File: src/rtl/spi_lockreg_slave.sv
module spi_lockreg_slave #(
  parameter int N_REGS = 7,
  parameter int DW = 11,
  parameter int AW = 4,
  parameter int CTRL_ADDR = 3,
  parameter logic [2:0] UNLOCK_CODE = 3'b011,
  parameter logic [DW-1:0] CTRL_RST = 11'h3FF
) (
  input  logic                 clk,
  input  logic                 rst_n,
  input  logic                 ncs_i,
  input  logic                 sclk_i,
  input  logic                 mosi_i,
  output logic                 miso_o,
  output logic [N_REGS*DW-1:0] regs_o
);
  localparam int FW = 1 + AW + DW;
  localparam int CW = $clog2(FW + 2);

  logic [2:0] ncs_sy, sclk_sy;
  logic [1:0] mosi_sy;
  logic [FW-1:0] rx;
  logic [CW-1:0] cnt;
  logic [DW-1:0] tx, rd_val;
  logic [DW-1:0] regs [N_REGS];

  always_ff @(posedge clk or negedge rst_n)
    if (!rst_n) begin
      ncs_sy  <= '1;
      sclk_sy <= '0;
      mosi_sy <= '0;
    end else begin
      ncs_sy  <= {ncs_sy[1:0], ncs_i};
      sclk_sy <= {sclk_sy[1:0], sclk_i};
      mosi_sy <= {mosi_sy[0], mosi_i};
    end

  wire ncs_q     = ncs_sy[1];
  wire ncs_rise  = ncs_sy[1] & ~ncs_sy[2];
  wire sclk_rise = sclk_sy[1] & ~sclk_sy[2];
  wire sclk_fall = ~sclk_sy[1] & sclk_sy[2];
  wire mosi_q    = mosi_sy[1];
  wire cmd_rd    = rx[FW-1];

  wire [AW-1:0] addr_nx = {rx[AW-2:0], mosi_q};

  always_comb begin
    rd_val = '0;
    for (int i = 0; i < N_REGS; i++)
      if (addr_nx == AW'(i)) rd_val = regs[i];
  end

  always_ff @(posedge clk or negedge rst_n)
    if (!rst_n) begin
      rx     <= '0;
      cnt    <= '0;
      tx     <= '0;
      miso_o <= 1'b0;
    end else if (ncs_q) begin
      cnt    <= '0;
      miso_o <= 1'b0;
    end else begin
      if (sclk_fall) begin
        rx <= {rx[FW-2:0], mosi_q};
        if (cnt != CW'(FW + 1)) cnt <= cnt + 1'b1;
        if (cnt == CW'(AW)) tx <= rd_val;
      end
      if (sclk_rise) begin
        if (cnt > CW'(AW)) begin
          miso_o <= tx[DW-1];
          tx     <= {tx[DW-2:0], 1'b0};
        end else begin
          miso_o <= 1'b0;
        end
      end
    end

  wire          wr_ok    = ncs_rise && (cnt == CW'(FW)) && !cmd_rd;
  wire [AW-1:0] wr_addr  = rx[FW-2:DW];
  wire [DW-1:0] wr_data  = rx[DW-1:0];
  wire          unlocked = regs[CTRL_ADDR][DW-1:DW-3] == UNLOCK_CODE;

  always_ff @(posedge clk or negedge rst_n)
    if (!rst_n) begin
      for (int i = 0; i < N_REGS; i++)
        regs[i] <= (i == CTRL_ADDR) ? CTRL_RST : '0;
    end else if (wr_ok) begin
      for (int i = 0; i < N_REGS; i++)
        if (wr_addr == AW'(i)) begin
          if (unlocked) regs[i] <= wr_data;
          else if (i == CTRL_ADDR) regs[i][DW-1:DW-3] <= wr_data[DW-1:DW-3];
        end
    end

  for (genvar g = 0; g < N_REGS; g++) begin : g_out
    assign regs_o[g*DW +: DW] = regs[g];
  end
endmodule

File: config.mk
export PLATFORM = sky130hd
export DESIGN_NAME = spi_lockreg_slave
export DESIGN_NICKNAME = d
export VERILOG_FILES = /design/src/rtl/spi_lockreg_slave.sv
export SDC_FILE = /design/constraint.sdc
export NUM_CORES = 1
export LEC_CHECK = 0
export ABC_AREA = 1
export BUFFER_PORTS_ARGS = -buffer_cell sky130_fd_sc_hd__buf_2
export CAP_MARGIN = 20
export CELL_PAD_IN_SITES_DETAIL_PLACEMENT = 2
export CELL_PAD_IN_SITES_GLOBAL_PLACEMENT = 2
export CORE_MARGIN = 2
export CORE_UTILIZATION = 36
export CTS_CLUSTER_SIZE = 8
export DETAILED_ROUTE_END_ITERATION = 8
export PLACE_DENSITY = 0.85
export SLEW_MARGIN = 5
export SYNTH_ARGS = -nofsm -noshare
export SYNTH_HDL_FRONTEND = slang
export SYNTH_SLANG_ARGS = --single-unit
File: constraint.sdc
create_clock -name clk -period 2.7 [get_ports clk]
set_clock_uncertainty 0.05 [all_clocks]
set_input_delay 0 -clock clk [delete_from_list [all_inputs] [get_ports clk]]
set_output_delay 0 -clock clk [all_outputs]
set_load 0.02 [all_outputs]
# Word-level counts from Yosys, hierarchy flattened
# Cells that the tools add are included.
# classes
addsub	1
magnitude_cmp	1
eq_ne	16
n_mux	17
bitwise_logic	7
n_reduce_logical	18
# op_table
op	count
$mux 11	11
$eq 4x3->1 const B	6
$reduce_and 3->1	7
$eq 4x2->1 const B	4
$mux 5	3
$eq 4x1->1 const B	2
$logic_not 4->1	2
$reduce_and 2->1	3
$reduce_bool 2->1	3
$add 5x1->5 const B	1
$eq 5x3->1 const B	1
$eq 5x5->1 const B	1
$gt 5x3->1 const B	1
$ne 5x5->1 const B	1
$not 1->1	4
$and 1x1->1	3
$eq 3x2->1 const B	1
$mux 1	3
$logic_and 1x1->1	2
$logic_not 1->1	1
# totals
reg_bits	118
in_bits	5
output_inout_bits	78
wordCells	75

# Depth between registers and ports, before layout
# Gate-level depths: netlist (run 1).
# depth
depth_word	12
depth_mapped	12
mapped_depth_nobuf	11

# Worst setup path after synthesis (run 1)
# No wires, ideal clock.
# synth_path
path_type	register to register
start	register regs (netlist bit regs_o[41])
end	register regs (netlist bit regs_o[18])
setup_ns	0.066
arrival_time_ns	1.688
required_ns	2.584
slack_ns	0.897
path_stages_with_launch	9
n_path_buf	3
synth_period_minus_slack_ns	1.803
path_cell_list	dfstp_2 > nand2_1 > nor2_1 > and2_1 > buf_4 > buf_6 > buf_6 > nand3_1 > nand2_1
# synth_between
elab_chain_cells	2
# synth_rtl
element	line_no	source
from (decl)	25	logic [DW-1:0] regs [N_REGS];
from (signal, indexed assignment)	86	regs[i] <= (i == CTRL_ADDR) ? CTRL_RST : '0;
from (signal, indexed assignment)	90	if (unlocked) regs[i] <= wr_data;
from (signal, indexed assignment)	91	else if (i == CTRL_ADDR) regs[i][DW-1:DW-3] <= wr_data[DW-1:DW-3];
$eq 3x2->1	81	wire unlocked = regs[CTRL_ADDR][DW-1:DW-3] == UNLOCK_CODE;
$reduce_and 3->1 (no line)	--	
# Every way passes these cells.
# A chain may end at the register's enable or synchronous reset.

# Worst setup path after layout (run 1)
# layout_path
start	register cnt[1]
end	register regs (netlist bit regs_o[1])
# layout_between
elab_chain_cells	4
# layout_rtl
element	line_no	source
from (decl)	23	logic [CW-1:0] cnt;
from (signal assigned)	65	if (cnt != CW'(FW + 1)) cnt <= cnt + 1'b1;
$eq 5x5->1	78	wire wr_ok = ncs_rise && (cnt == CW'(FW)) && !cmd_rd;
$logic_and 1x1->1 (2 in series)	78	
$reduce_and 3->1 (no line)	--	
# Every way passes these cells.

==> flow_summary.json, run 1 <==
{
  "numClockSinks": 118,
  "final_cell_mix": "nand2_1 (287), nand3_1 (124), dfrtp_1 (105)",
  "routed_wl_um": 22900,
  "ant_nets": 0,
  "m1WireLength_um": 9500,
  "synth_nets": 754,
  "dieArea_mm2": 0.0169,
  "ys_types": 25,
  "dp_hpwl_um": 15100,
  "crit_fanout": 20,
  "place_ws_ns": 0.283,
  "viasPerCell": 5.41,
  "hold_viol_final": 0,
  "period_minus_slack_ns": 2.40,
  "yosysSeqAreaShare": 0.519,
  "yosysWarnings": 0,
  "period_share": 0.888,
  "portBuffers": 82,
  "ys_seq_elements": 118,
  "wl_met2_um": 11700,
  "die_w_um": 130,
  "crit_type": "register to register",
  "slew_viol_final": 0,
  "fill_cells": 1754,
  "worstPathArrival_ns": 2.66,
  "setup_viol": 0,
  "cellPowerDensity_mw_per_mm2": 742,
  "area_delta_synth_final_pct": 23.5,
  "grt_pass1_vias": 6382,
  "p_leak_nw": 3.95,
  "fin_setup_tns_ns": 0,
  "grt_max_degree": 61,
  "routedWlPerCell_um": 21.7,
  "cts_tree": "yes",
  "fmax_mhz": 417,
  "gp_congestion": 0.866,
  "avgSynthCellArea_um2": 7.66,
  "synthesis.area_mm2": 0.00572,
  "wl_met3_um": 798,
  "worstSetupStartpoint": "cnt[1]",
  "overflow": 0,
  "drive_gt1_frac": 0.189,
  "r2r_start": "cnt[1]",
  "dieHeight_um": 130,
  "start_util": 0.364,
  "grt_pass1_wl_um": 36500,
  "drc": 0,
  "mostFrequentLayoutCell": "nand2_1",
  "clk_pin_slew_ns": 0.06,
  "drv_cap": 0,
  "dpl.cell_count": 1018,
  "worst_pin_slew_ns": 0.797,
  "nets": 833,
  "clock-root-buffer": "clkbuf_16",
  "ir_worst_vdd_mv": 0.513,
  "yosysTopAreaCell": "dfrtp_1",
  "diodes": 0,
  "finalNonFillerCells": 1054,
  "grt_setup_unrepaired": "no",
  "insertion_delay_ns": 0.44,
  "coreArea_mm2": 0.0157,
  "synth_cells": 746,
  "numCtsBuffers": 17,
  "fin_ws_ns": 0.302,
  "highest_layer": "met4",
  "fp-row-count": 46,
  "hp-class": "input pin to async pin",
  "relSlewSlack": 0.469,
  "rrSetupSlack_ns": 0.30,
  "status": "completed",
  "grt.total_usage": 0.291,
  "vias": 5707,
  "end_kind": "register",
  "cp-start-kind": "register",
  "first_iter_violations": 380,
  "clock_path_buffers": 2,
  "ctsHtreeMaxLevel": 4,
  "yosys.area.top_type_share": 0.460,
  "io_pins": 83,
  "drt_pass1_iterations": 5,
  "antenna_found_initial": 0,
  "cp_data_required_time_ns": 2.97,
  "synth.area.top_cells": "dfrtp_1 (46%), nand2_1 (19%), nand3_1 (11%)"
}
## path summary, 6_finish.rpt
path                                   end  cells after the start
worst max register to register   regs_o[1]                      8
worst max-delay path             regs_o[1]                      8
max in group asynchronous       regs_o[35]                      3
worst min register to register   ncs_sy[1]                      0
min in group clk                mosi_sy[0]                      2
worst min-delay path                 rx[9]                      2
## metal layers
layer,vias to the layer above,track usage
li1,2537,-
met2,157,0.494
met3,56,0.0619
met4,0,0.128
met5,-,0
met1,2957,0.358
## layout make-up
class / instances / area (µm²) / share of cell area
flip-flops and latches: 118 / 2970 / 0.421
well taps: 216 / 270 / 0.0383
inverters: 54 / 203 / 0.0287
repair buffers: 109 / 626 / 0.0886
multi-input cells: 525 / 2310 / 0.327
clock buffers: 24 / 492 / 0.0697
clock inverters: 8 / 193 / 0.0273
## kinds of logic (layout without fill, tap and decap cells)
family,after synthesis,count (layout),share of synthesized area
mux,5,5,0.00985
simple gates,470,470,0.344
buf+inv,103,195,0.0786
compound gates,47,47,0.0418
flops,118,118,0.519
fa+ha+maj,3,3,0.00657
## power breakdown
part	internal (mW)	total (mW)	switching (mW)
logic	0.141	0.535	0.394
clock network	1.83	2.68	0.853
registers	1.84	2.02	0.179
total	3.81	5.24	1.43
## worst max-delay path, cell delays in order (launching register included)
cell     delay (ns)
dfrtp_1        0.40
inv_1          0.14
ha_1           0.22
nand3_1        0.11
nor4_2         0.28
and2_4         0.39
nand2_1        0.40
nand2_1        0.21
nand2_1        0.07
## synth_stat cells (all sizes together)
| master | instances |
|---|---|
| nand3 | 124 |
| mux2 | 5 |
| a21oi | 16 |
| inv | 53 |
| nor4 | 1 |
| dfstp | 13 |
| clkbuf | 27 |
| clkinv | 1 |
| nor2 | 40 |
| nand4 | 12 |
| a211oi | 1 |
| and2 | 1 |
| nor3 | 3 |
| dfrtp | 105 |
| buf | 22 |
| a31oi | 1 |
| nand2 | 289 |
| o21ai | 29 |
| ha | 3 |
## stage by stage
step	power (mW)	area [µm²]	util	hold WS [ns]
finish	5.24	7060	0.449	0.144
global route	5.42	7060	0.449	0.148
CTS	5.27	7050	0.449	0.120
detailed placement	2.56	6330	0.403	0.0566
global placement	2.52	6330	0.403	0.0560
floorplan	2.28	5720	-	-0.346
## sequential cells by signal (all words and copies together), names as in the netlist
register	flops
regs_o	77
ncs_sy	3
mosi_sy	2
cnt	5
sclk_sy	3
tx	11
rx	16
miso_o	1
## timing repair
item	CTS	global route
buffers inserted	0	0
endpoints found under the setup margin	0	31
hold endpoints to repair	51	0
gates resized for setup	0	3
hold buffers	4	0
Power figures use the tool's default switching activity.
==> inputs of run 2 (changes only) <==
--- a/config.mk
+++ b/config.mk
@@ -13,6 +13,7 @@
 export CORE_MARGIN = 2
-export CORE_UTILIZATION = 36
+export CORE_UTILIZATION = 37
+export CTS_BUF_LIST = sky130_fd_sc_hd__clkbuf_4
 export CTS_CLUSTER_SIZE = 8
 export DETAILED_ROUTE_END_ITERATION = 8
-export PLACE_DENSITY = 0.85
+export PLACE_DENSITY = 0.87
 export SLEW_MARGIN = 5
--- a/constraint.sdc
+++ b/constraint.sdc
@@ -4,2 +4,2 @@
 set_output_delay 0 -clock clk [all_outputs]
-set_load 0.02 [all_outputs]
+set_load 0.005 [all_outputs]
==> flow_summary.json, run 2 (synthesis gave the netlist of run 1 again) <==
{
  "p_clk_frac": 0.366,
  "cellPowerDensity_mw_per_mm2": 610,
  "io_pins": 83,
  "area_delta_synth_final_pct": 16.4,
  "fill_cells": 1753,
  "ant_nets": 0,
  "drive_gt1_frac": 0.182,
  "clock-root-buffer": "clkbuf_4",
  "p_total_mw": 4.06,
  "dieArea_mm2": 0.0165,
  "seqPwrFrac": 0.502,
  "mostFrequentLayoutCell": "nand2_1",
  "worst_pin_slew_ns": 0.849,
  "grt_pass1_vias": 6415,
  "drt_pass1_iterations": 4,
  "r2r_start": "cnt[1]",
  "nets": 831,
  "insertion_delay_ns": 0.59,
  "period_share": 0.940,
  "grt_pass1_wl_um": 36000,
  "net-switching-power_mw": 1.33,
  "clk_pin_slew_ns": 0.11,
  "dieHeight_um": 128,
  "end_kind": "register",
  "dpl_cell_area_mm2": 0.00627,
  "critical_path.cell_chain": "inv_1 -> ha_1 -> nand3_1 -> nor4_2 -> nand2_1 -> clkinv_1 -> nand2_1 -> nand2_1 -> nand2_1",
  "path_common_cell": "nand2_1",
  "slew_viol_final": 0,
  "cts_post_setup_buffers_inserted": 0,
  "relSlewSlack": 0.434,
  "clock_path_buffers": 2,
  "cp_data_required_time_ns": 3.16,
  "drc": 0,
  "dpl.cell_count": 985,
  "worstSetupStartpoint": "cnt[1]",
  "vias": 5746,
  "routed_wl_um": 22700,
  "fin_setup_tns_ns": 0,
  "antenna_found_initial": 1,
  "place_ws_ns": 0.179,
  "final_cell_mix": "nand2_1 (288), nand3_1 (124), dfrtp_1 (105)",
  "setup_viol": 0,
  "hold_viol_final": 2,
  "finalNonFillerCells": 1025,
  "viasPerCell": 5.61,
  "cp_slowest_cell": "dfrtp_1",
  "dp_hpwl_um": 15100,
  "portBuffers": 82,
  "ir_worst_vdd_mv": 0.382,
  "drv_cap": 0,
  "status": "complete, but fails checks",
  "p_sw_frac": 0.328,
  "die_w_um": 128,
  "routedWlPerCell_um": 22.1,
  "start_util": 0.378,
  "violations": "hold timing",
  "p_leak_nw": 3.78,
  "slowest_delay_ns": 0.44,
  "numClockSinks": 118,
  "crit_type": "register to register",
  "grt_max_degree": 62,
  "cp-start-kind": "register",
  "fmax_mhz": 394,
  "worstPathArrival_ns": 3.00,
  "fp-row-count": 45,
  "worst_hold_slack_ns": -0.0142,
  "gp_congestion": 0.876,
  "cts_tree": "yes",
  "overflow": 0,
  "crit_fanout": 9,
  "fin_ws_ns": 0.163,
  "p_comb_frac": 0.132,
  "numCtsBuffers": 17,
  "first_iter_violations": 364,
  "ctsHtreeMaxLevel": 4,
  "largest_register_ffs": 77,
  "coreArea_mm2": 0.0151,
  "internal_power_mw": 2.73,
  "period_minus_slack_ns": 2.54,
  "grt_setup_unrepaired": "no",
  "hp-class": "input pin to async pin",
  "final_cell_area_mm2": 0.00665,
  "grt.total_usage": 0.292
}
==> run 2: cell count changes in the layout (fill, tap and decap cells not counted) <==
cell / before / now
clkbuf_4: 0 / 20
clkbuf_16: 17 / 0
buf_4: 24 / 18
clkbuf_8: 4 / 0
clkbuf_1: 3 / 0
clkinv_1: 1 / 4
clkinv_2: 1 / 4
dlygate4sd3_1: 4 / 7
bufinv_16: 6 / 4
buf_12: 0 / 1
diode_2: 0 / 1
nand2_1: 287 / 288
nand2_2: 2 / 1
==> run 2: stage by stage <==
stage | hold slack (ns) | utilization
after floorplan | -0.346 | -
after global placement | 0.0568 | 0.414
after detailed placement | 0.0566 | 0.414
after CTS | 0.00940 | 0.439
after global routing | 0.0328 | 0.439
final | -0.0142 | 0.439
==> run 2: routing by layer <==
layer,track usage,share of wire,vias to the layer above
met1,0.368,0.43,2990
met3,0.0568,0.037,54
met5,0,0,-
met2,0.500,0.51,170
li1,-,-,2532
met4,0.110,0.030,0
==> run 2: worst paths after layout <==
check / depth (start not counted) / to / slack (ns)
worst max-delay path: 9 / regs_o[34] / 0.16
worst min-delay path: 2 / regs_o[20] / -0.01
worst max register to register: 9 / regs_o[34] / 0.16
worst min register to register: 0 / ncs_sy[1] / 0.31
max in group asynchronous: 3 / ncs_sy[2] / 1.75
min in group clk: 0 / ncs_sy[1] / 0.31
==> run 2: critical path: cells and delay by family, from the launching register on <==
| kind | cells | cell delay (ns) |
|---|---|---|
| flops | 1 | 0.44 |
| buf+inv | 2 | 0.42 |
| simple gates | 6 | 1.33 |
| fa+ha+maj | 1 | 0.25 |
==> run 2: power by group through the flow <==
stage               combinational, mW  sequential, mW  clock (mW)
floorplan                       0.376            1.91           0
global placement                0.474            2.05           0
detailed placement              0.509            2.05           0
CTS                             0.528            2.02        1.50
global route                    0.586            2.04        1.58
finish                          0.537            2.04        1.49
==> run 2: repair_timing <==
action	4_1_cts	5_1_grt
endpoints found under the hold margin	63	0
hold buffers	7	0
resized for setup	0	2
setup endpoints to repair	0	26
==> run 2: final cells by class <==
type                            count  area [µm²]  share of cell area
Clock inverter                     12         159              0.0239
Clock buffer                       20         150              0.0226
Tap cell                          188         235              0.0354
Sequential cell                   118        2970               0.446
Inverter                           54         203              0.0305
Antenna cell                        1        2.50            0.000376
Timing Repair Buffer              107         631              0.0948
Multi-Input combinational cell    525        2300               0.346
